===== config.mk =====
export PLATFORM = sky130hd
export DESIGN_NAME = mck_clock_sel
export DESIGN_NICKNAME = d
export VERILOG_FILES = /design/src/rtl/mck_pkg.sv /design/src/rtl/mck_cfg_reg.sv /design/src/rtl/mck_src_mux.sv /design/src/rtl/mck_settle.sv /design/src/rtl/mck_prescaler.sv /design/src/rtl/mck_clock_sel.sv
export SDC_FILE = /design/constraint.sdc
export NUM_CORES = 1
export LEC_CHECK = 0
export ABC_CLOCK_PERIOD_IN_PS = 860
export BUFFER_PORTS_ARGS = -buffer_cell sky130_fd_sc_hd__buf_2
export CORE_UTILIZATION = 37
export DETAILED_ROUTE_END_ITERATION = 10
export HOLD_SLACK_MARGIN = 0.06
export PLACE_DENSITY = 0.59
export SYNTH_ARGS = -nofsm -noshare
export SYNTH_HDL_FRONTEND = slang
export SYNTH_SLANG_ARGS = --single-unit

===== constraint.sdc =====
create_clock -name clk -period 0.86 [get_ports clk]
set_input_delay 0.172 -clock clk [delete_from_list [all_inputs] [get_ports clk]]
set_output_delay 0.172 -clock clk [all_outputs]
set_load 0.02 [all_outputs]

===== src/rtl/mck_pkg.sv =====
package mck_pkg;
  localparam int SRC_W = 2;
  localparam int EXP_W = 3;
  localparam int CFG_W = SRC_W + EXP_W;

  typedef enum logic [SRC_W-1:0] {
    SRC_SLOW = 2'b00,
    SRC_MAIN = 2'b01,
    SRC_RSVD = 2'b10,
    SRC_PLL  = 2'b11
  } src_sel_e;

  typedef struct packed {
    logic [EXP_W-1:0] exp;
    src_sel_e         src;
  } mck_cfg_t;

  localparam mck_cfg_t CFG_RESET = '{exp: '0, src: SRC_SLOW};
endpackage


===== src/rtl/mck_cfg_reg.sv =====
module mck_cfg_reg
  import mck_pkg::*;
(
  input  logic     clk,
  input  logic     rst_n,
  input  logic     cfg_we,
  input  mck_cfg_t cfg_wdata,
  input  logic     pll_lock,
  output mck_cfg_t cfg_q,
  output logic     lock_q,
  output logic     restart
);
  mck_cfg_t cfg_d;
  logic     wr_change;
  logic     lock_evt;

  always_comb begin
    wr_change = cfg_we && (cfg_wdata != cfg_q);
    lock_evt  = (cfg_q.src == SRC_PLL) && (pll_lock != lock_q);
    restart   = wr_change || lock_evt;
    cfg_d     = wr_change ? cfg_wdata : cfg_q;
  end

  always_ff @(posedge clk or negedge rst_n) begin
    if (!rst_n) begin
      cfg_q  <= CFG_RESET;
      lock_q <= 1'b0;
    end else begin
      cfg_q  <= cfg_d;
      lock_q <= pll_lock;
    end
  end
endmodule


===== src/rtl/mck_src_mux.sv =====
module mck_src_mux
  import mck_pkg::*;
(
  input  src_sel_e src,
  input  logic     lock_q,
  input  logic     slow_stb,
  input  logic     main_stb,
  input  logic     pll_stb,
  output logic     src_stb,
  output logic     fallback
);
  always_comb begin
    fallback = (src == SRC_PLL) && !lock_q;
    unique case (src)
      SRC_MAIN: src_stb = main_stb;
      SRC_PLL:  src_stb = lock_q ? pll_stb : main_stb;
      default:  src_stb = slow_stb;
    endcase
  end
endmodule


===== src/rtl/mck_settle.sv =====
module mck_settle #(
  parameter int SETTLE_N = 2
) (
  input  logic clk,
  input  logic rst_n,
  input  logic restart,
  input  logic src_stb,
  output logic settling
);
  localparam int SCNT_W = (SETTLE_N > 1) ? $clog2(SETTLE_N) : 1;

  logic [SCNT_W-1:0] scnt_q, scnt_d;
  logic              settling_q, settling_d;

  always_comb begin
    scnt_d     = scnt_q;
    settling_d = settling_q;
    if (restart) begin
      scnt_d     = '0;
      settling_d = 1'b1;
    end else if (settling_q && src_stb) begin
      if (scnt_q == SCNT_W'(SETTLE_N - 1)) begin
        scnt_d     = '0;
        settling_d = 1'b0;
      end else begin
        scnt_d = scnt_q + 1'b1;
      end
    end
  end

  always_ff @(posedge clk or negedge rst_n) begin
    if (!rst_n) begin
      scnt_q     <= '0;
      settling_q <= 1'b0;
    end else begin
      scnt_q     <= scnt_d;
      settling_q <= settling_d;
    end
  end

  assign settling = settling_q;
endmodule


===== src/rtl/mck_prescaler.sv =====
module mck_prescaler #(
  parameter int EXP_MAX = 6,
  parameter int EXP_W   = 3
) (
  input  logic             clk,
  input  logic             rst_n,
  input  logic [EXP_W-1:0] exp_code,
  input  logic             restart,
  input  logic             hold,
  input  logic             src_stb,
  output logic             div_en
);
  localparam int CNT_W = (EXP_MAX > 0) ? EXP_MAX : 1;

  logic [EXP_W-1:0] eff_exp;
  logic [CNT_W-1:0] lim;
  logic [CNT_W-1:0] cnt_q, cnt_d;
  logic             en_q, en_d;

  always_comb begin
    eff_exp = (exp_code > EXP_W'(EXP_MAX)) ? '0 : exp_code;
    lim     = {CNT_W{1'b1}} >> (EXP_W'(CNT_W) - eff_exp);
  end

  always_comb begin
    cnt_d = cnt_q;
    en_d  = 1'b0;
    if (restart || hold) begin
      cnt_d = '0;
    end else if (src_stb) begin
      if (cnt_q == lim) begin
        cnt_d = '0;
        en_d  = 1'b1;
      end else begin
        cnt_d = cnt_q + 1'b1;
      end
    end
  end

  always_ff @(posedge clk or negedge rst_n) begin
    if (!rst_n) begin
      cnt_q <= '0;
      en_q  <= 1'b0;
    end else begin
      cnt_q <= cnt_d;
      en_q  <= en_d;
    end
  end

  assign div_en = en_q;
endmodule


===== src/rtl/mck_clock_sel.sv =====
module mck_clock_sel
  import mck_pkg::*;
#(
  parameter int EXP_MAX    = 6,
  parameter int SETTLE_N   = 2,
  parameter int RST_STAGES = 2
) (
  input  logic             clk,
  input  logic             rst_n,
  input  logic             cfg_we,
  input  logic [CFG_W-1:0] cfg_wdata,
  input  logic             slow_stb,
  input  logic             main_stb,
  input  logic             pll_stb,
  input  logic             pll_lock,
  output logic             mck_en,
  output logic             mck_rdy
);
  logic [RST_STAGES-1:0] rst_pipe;
  logic                  rst_sync_n;

  generate
    for (genvar g = 0; g < RST_STAGES; g++) begin : g_rst
      always_ff @(posedge clk or negedge rst_n) begin
        if (!rst_n) rst_pipe[g] <= 1'b0;
        else        rst_pipe[g] <= (g == 0) ? 1'b1 : rst_pipe[(g > 0) ? g - 1 : 0];
      end
    end
  endgenerate
  assign rst_sync_n = rst_pipe[RST_STAGES-1];

  mck_cfg_t wdata_s;
  mck_cfg_t cfg_q;
  logic     lock_q;
  logic     restart;
  logic     src_stb;
  logic     fallback;
  logic     settling;

  assign wdata_s = mck_cfg_t'(cfg_wdata);

  mck_cfg_reg u_cfg (
    .clk      (clk),
    .rst_n    (rst_sync_n),
    .cfg_we   (cfg_we),
    .cfg_wdata(wdata_s),
    .pll_lock (pll_lock),
    .cfg_q    (cfg_q),
    .lock_q   (lock_q),
    .restart  (restart)
  );

  mck_src_mux u_mux (
    .src     (cfg_q.src),
    .lock_q  (lock_q),
    .slow_stb(slow_stb),
    .main_stb(main_stb),
    .pll_stb (pll_stb),
    .src_stb (src_stb),
    .fallback(fallback)
  );

  mck_settle #(.SETTLE_N(SETTLE_N)) u_settle (
    .clk     (clk),
    .rst_n   (rst_sync_n),
    .restart (restart),
    .src_stb (src_stb),
    .settling(settling)
  );

  mck_prescaler #(.EXP_MAX(EXP_MAX), .EXP_W(EXP_W)) u_div (
    .clk     (clk),
    .rst_n   (rst_sync_n),
    .exp_code(cfg_q.exp),
    .restart (restart),
    .hold    (settling),
    .src_stb (src_stb),
    .div_en  (mck_en)
  );

  assign mck_rdy = !settling && !fallback;
endmodule


==> tab_implementation.tex <==
\begin{tabular}{lr}
\hline
Metric & Value \\
\hline
\multicolumn{2}{l}{\textbf{Drt}} \\
\quad Post-route DRC violation count & 0 \\
\quad Drt first pass iters & 4 \\
\quad Iteration-0 DRC Markers & 7 \\
\quad Via count & 942 \\
\quad DRT antenna net count & 0 \\
\quad Routed len/inst & around 13 um \\
\quad Routed vias/inst & 5.176 \\
\quad Total routed wirelength & 2374 um \\
\multicolumn{2}{l}{\textbf{Yosys}} \\
\quad Sequential share of the synthesized area & between 40\% and 50\% \\
\quad Share of the synthesized area in compound gates (AO/OA/AOI/OAI) & between 15 and 20\% \\
\quad Count of unique library cells instantiated by Yosys & 41 \\
\quad Register bit count reported by yosys & 17 \\
\quad Post-Synth Adder-Cell Area & 3.676\% \\
\quad Simple-gate share of the synthesized area & roughly a fifth \\
\quad Post-synthesis instance area & 0.001021 mm2 \\
\quad Mean cell area of the mapped netlist & 9.912 um2 \\
\quad Most used flip-flop cell after synthesis & sky130\_fd\_sc\_hd\_\_dfrtp\_1 \\
\quad Post-synthesis share of cell area spent on xor and xnor gates & 8.578\% \\
\quad Number of warnings issued by yosys & 0 \\
\quad FFs w/ async S/R, synth & 100.0\% \\
\quad Number of nets in the synthesized netlist & 118 \\
\quad Number of synthesized flops with an enable pin & 0 \\
\quad Main combinational cell family by area after synthesis & simple AND/OR/NAND/NOR gates \\
\quad Synth Instances & 103 \\
\quad Multiplexer share of the synthesized area & 5.392\% \\
\multicolumn{2}{l}{\textbf{Floorplanning}} \\
\quad Starting Density & 40.12\% \\
\quad Full die area & 0.002974 mm2 \\
\quad Number of top-level pins & 14 \\
\quad Die outline width & 54.53 um \\
\quad Floorplan die height & 54.53 um \\
\quad Site row count & 18 \\
\quad Placeable core area & approximately 0.0025 mm2 \\
\multicolumn{2}{l}{\textbf{Setup path}} \\
\quad Worst R2R Path Depth & 8 \\
\quad Worst path buffer plus inverter count & 1 \\
\quad Critical path data required time & 1.09 ns \\
\quad Internal reg-to-reg setup slack & -1.26 ns \\
\quad Sort of element at the start of the critical path & flop \\
\quad End of the critical path & u\_div.cnt\_q[3]\$\_DFFE\_PN0P\_ \\
\quad Critical-path cell list & ha\_4 -> and4bb\_1 -> a311oi\_2 -> xnor2\_1 -> nor4\_4 -> buf\_4 -> a2111oi\_4 -> a211o\_1 \\
\quad Depth of the critical timing path with buffers and inverters included & 8 \\
\quad Reg2Reg Launch Point & u\_cfg.cfg\_q[3]\$\_DFFE\_PN0P\_ \\
\quad Worst flop-to-flop path endpoint & u\_div.cnt\_q[3]\$\_DFFE\_PN0P\_ \\
\quad Maximum fanout count along the critical path & 4 \\
\quad Category of the most critical setup path & flop to flop \\
\quad Crit-path leading delay family & compound AO/OA/AOI/OAI gates \\
\quad Crit path launch & u\_cfg.cfg\_q[3]\$\_DFFE\_PN0P\_ \\
\quad Type of destination of the critical path & flop \\
\quad Worst endpoint data arrival time & 2.36 ns \\
\quad Slowest library cell on the worst path & sky130\_fd\_sc\_hd\_\_dfrtp\_2 \\
\quad CP peak stage delay & 0.44 ns \\
\multicolumn{2}{l}{\textbf{CTS}} \\
\quad Clock Pin Slew Worst Setup and Hold Paths & 0.09 ns \\
\quad Clock tree from TritonCTS & built \\
\quad Worst-Skew Late Latency & $\sim$0.29 ns \\
\quad Clock sink total & 17 \\
\quad CTS H-tree lvls & 1 \\
\quad Clock buffer count from CTS & 3 \\
\quad Clk root buf & sky130\_fd\_sc\_hd\_\_clkbuf\_4 \\
\quad Maximum root-to-sink buffer count & 2 \\
\multicolumn{2}{l}{\textbf{Layout}} \\
\quad Area of all placed cells without fillers & 0.001529 mm2 \\
\quad Syn-to-layout area delta & 49.76\% \\
\quad Area used by multi-input combinational logic & 659.4 um2 \\
\quad Layout cell share with drive strength beyond 1 & 46.05\% \\
\quad Antenna cell count & 0 \\
\quad Finished Layout Cells & 182 \\
\quad Final nets & 168 \\
\quad Fill cells & about 220 \\
\quad Area of all sequential standard cells & 427.9 um2 \\
\multicolumn{2}{l}{\textbf{Power}} \\
\quad Leakage component of the power & between 0.6 and 0.7 nW \\
\quad Total power & 2.044 mW \\
\quad Max VDD drop & 0.9973 mV \\
\quad Power Dens Cells & 1337 mW/mm2 \\
\multicolumn{2}{l}{\textbf{Global route}} \\
\quad Final global-route overflow total & 0 \\
\quad Global-route wire length before repair & 3650 um \\
\quad GRT Overall Usage & 17.60\% \\
\quad Number of global-route vias before repair & 881 \\
\quad Antenna violations before repair & 0 \\
\quad Pin count of the biggest net entering global routing & 11 \\
\multicolumn{2}{l}{\textbf{STA}} \\
\quad Max-slew violations & 0 \\
\quad Final-report hold violation count & 0 \\
\quad Shortest clock period the worst path allows after layout & $\sim$2.1 ns \\
\quad Ratio of final minimum period to clock period & 246.6\% \\
\quad Clock skew & 0.0007552 ns \\
\quad Unrepaired setup endpoints after global routing & true \\
\quad Number of setup violations in the final report & 13 \\
\quad Top achievable clock speed & 471.6 MHz \\
\quad Crit path setup slack, layout & -1.261 ns \\
\multicolumn{2}{l}{\textbf{Run status}} \\
\quad Run status & finished, violations left \\
\quad Failing checks & setup timing \\
\multicolumn{2}{l}{\textbf{Place}} \\
\quad HPWL after DPL & 1766 um \\
\quad Port buffer count & 13 \\
\quad Worst setup slack before clock tree synthesis & -1.222 ns \\
\quad Cells after DPL & roughly 170 \\
\quad Total cell area at the placement stage & $\sim$0.0013 mm2 \\
\quad Final weighted congestion in routability-driven placement & 0.7065 \\
\multicolumn{2}{l}{\textbf{Hold path}} \\
\quad Hold path cells & 3 \\
\quad HP Class & input port to flop \\
\multicolumn{2}{l}{\textbf{Flow run}} \\
\quad Max-cap check violation count & 0 \\
\hline
\end{tabular}
## cells in the mapped netlist (2+ instances only)
library cell                 n  area (um2)
sky130_fd_sc_hd__a2111oi_0   2       17.52
sky130_fd_sc_hd__a22o_1      3       26.28
sky130_fd_sc_hd__dfrtp_1    17       425.4
sky130_fd_sc_hd__ha_1        3       37.54
sky130_fd_sc_hd__inv_1       4       15.01
sky130_fd_sc_hd__mux2_2      3       33.78
sky130_fd_sc_hd__nand2_1    12       45.04
sky130_fd_sc_hd__nand3_1     4       20.02
sky130_fd_sc_hd__nor2_1      8       30.03
sky130_fd_sc_hd__nor2b_1     2       12.51
sky130_fd_sc_hd__nor3_1      2       10.01
sky130_fd_sc_hd__o2111ai_1   2       17.52
sky130_fd_sc_hd__o21ai_0     5       25.02
sky130_fd_sc_hd__xnor2_1     5       43.79
sky130_fd_sc_hd__xor2_1      5       43.79
## timing repair
| item | 4_1_cts | 5_1_grt |
|---|---|---|
| hold buffers | 2 | 0 |
| setup buffers | 1 | 8 |
| endpoints found under the setup margin | 14 | 15 |
| pin swaps | 1 | 10 |
| gates resized for setup | 10 | 13 |
| endpoints found under the hold margin | 3 | 0 |
## worst min-delay path, delay by kind of cell
kind                   cells  cell delay [ns]
AOI/OAI and AO/OA          1             0.05
and+or+nand+nor            1             0.06
buffers and inverters      1             0.09
## layout make-up
type,count,area share (%)
multi-input cells,79,43.13
flip-flops and latches,17,27.99
repair buffers,47,23.32
well taps,30,2.455
clock buffers,4,1.718
inverters,5,1.391
## state kept, by name, indices dropped and copies added, names as in the netlist
signal and cells:
u_div.cnt_q 6, rst_pipe 1, u_cfg.lock_q 1, u_settle.settling 1, u_settle.scnt_q 1, u_div.div_en 1
u_cfg.cfg_q 5, rst_sync_n 1
## worst min-delay path by stage
stage                             from                          to
after floorplan                  rst_n       rst_pipe[0]$_DFF_PN0_
after global placement           rst_n       rst_pipe[0]$_DFF_PN0_
after detailed placement         rst_n       rst_pipe[0]$_DFF_PN0_
after CTS                 cfg_wdata[3]  u_cfg.cfg_q[3]$_DFFE_PN0P_
after global routing      cfg_wdata[1]  u_cfg.cfg_q[1]$_DFFE_PN0P_
final                     cfg_wdata[3]  u_cfg.cfg_q[3]$_DFFE_PN0P_
## power breakdown
part / leakage, nW / switching (mW) / internal [mW]
Combinational: 0.463 / 0.336 / 0.385
Sequential: 0.212 / 0.0473 / 0.852
Clock: 0.0150 / 0.244 / 0.180
Total: 0.691 / 0.627 / 1.42
## layer usage
layer,wire [um],vias up,part of all wire [%],track usage (%)
met2,1266,16,53,33.13
met4,17,0,0.72,5.128
met1,1036,457,44,20.27
met5,0,-,0,0
met3,55,2,2.3,2.500
li1,-,467,-,-
## placed cells by master, fill, tap and decap left out, types with 2 or more instances in the layout
| master | netlist | routed |
|---|---|---|
| sky130_fd_sc_hd__ha_1 | 3 | 2 |
| sky130_fd_sc_hd__buf_2 | 0 | 11 |
| sky130_fd_sc_hd__nor2_1 | 8 | 8 |
| sky130_fd_sc_hd__xor2_1 | 5 | 5 |
| sky130_fd_sc_hd__xnor2_1 | 5 | 3 |
| sky130_fd_sc_hd__a21oi_2 | 1 | 2 |
| sky130_fd_sc_hd__dfrtp_2 | 0 | 2 |
| sky130_fd_sc_hd__clkbuf_4 | 0 | 3 |
| sky130_fd_sc_hd__xnor2_2 | 0 | 2 |
| sky130_fd_sc_hd__dfrtp_1 | 17 | 15 |
| sky130_fd_sc_hd__nor2b_1 | 2 | 2 |
| sky130_fd_sc_hd__dlygate4sd3_1 | 0 | 2 |
| sky130_fd_sc_hd__a22o_1 | 3 | 3 |
| sky130_fd_sc_hd__o21ai_0 | 5 | 3 |
| sky130_fd_sc_hd__inv_1 | 4 | 3 |
| sky130_fd_sc_hd__nor3_1 | 2 | 2 |
| sky130_fd_sc_hd__buf_6 | 1 | 7 |
| sky130_fd_sc_hd__nand2_1 | 12 | 12 |
| sky130_fd_sc_hd__mux2_2 | 3 | 3 |
| sky130_fd_sc_hd__nand3_1 | 4 | 3 |
| sky130_fd_sc_hd__o2111ai_1 | 2 | 2 |
| sky130_fd_sc_hd__buf_4 | 0 | 27 |
## stage by stage
stage	setup TNS [ns]	utilization [%]	hold WS (ns)
floorplan	-8.133	-	-0.1236
global placement	-9.170	52.16	-0.04228
detailed placement	-9.526	52.16	-0.04107
CTS	-9.984	55.46	0.1203
global route	-11.24	60.08	0.1339
finish	-10.18	60.08	0.1181
## cell families (layout without fill, tap and decap cells)
logic type	Yosys count	after routing
AO/OA/AOI/OAI	24	24
XOR/XNOR	10	10
adder cells (fa/ha/maj)	3	3
buffers and inverters	7	56
flip-flops	17	17
multiplexers	5	5
other	1	1
AND/OR/NAND/NOR	36	36
Note: power is estimated with default switching activity, not from simulation.
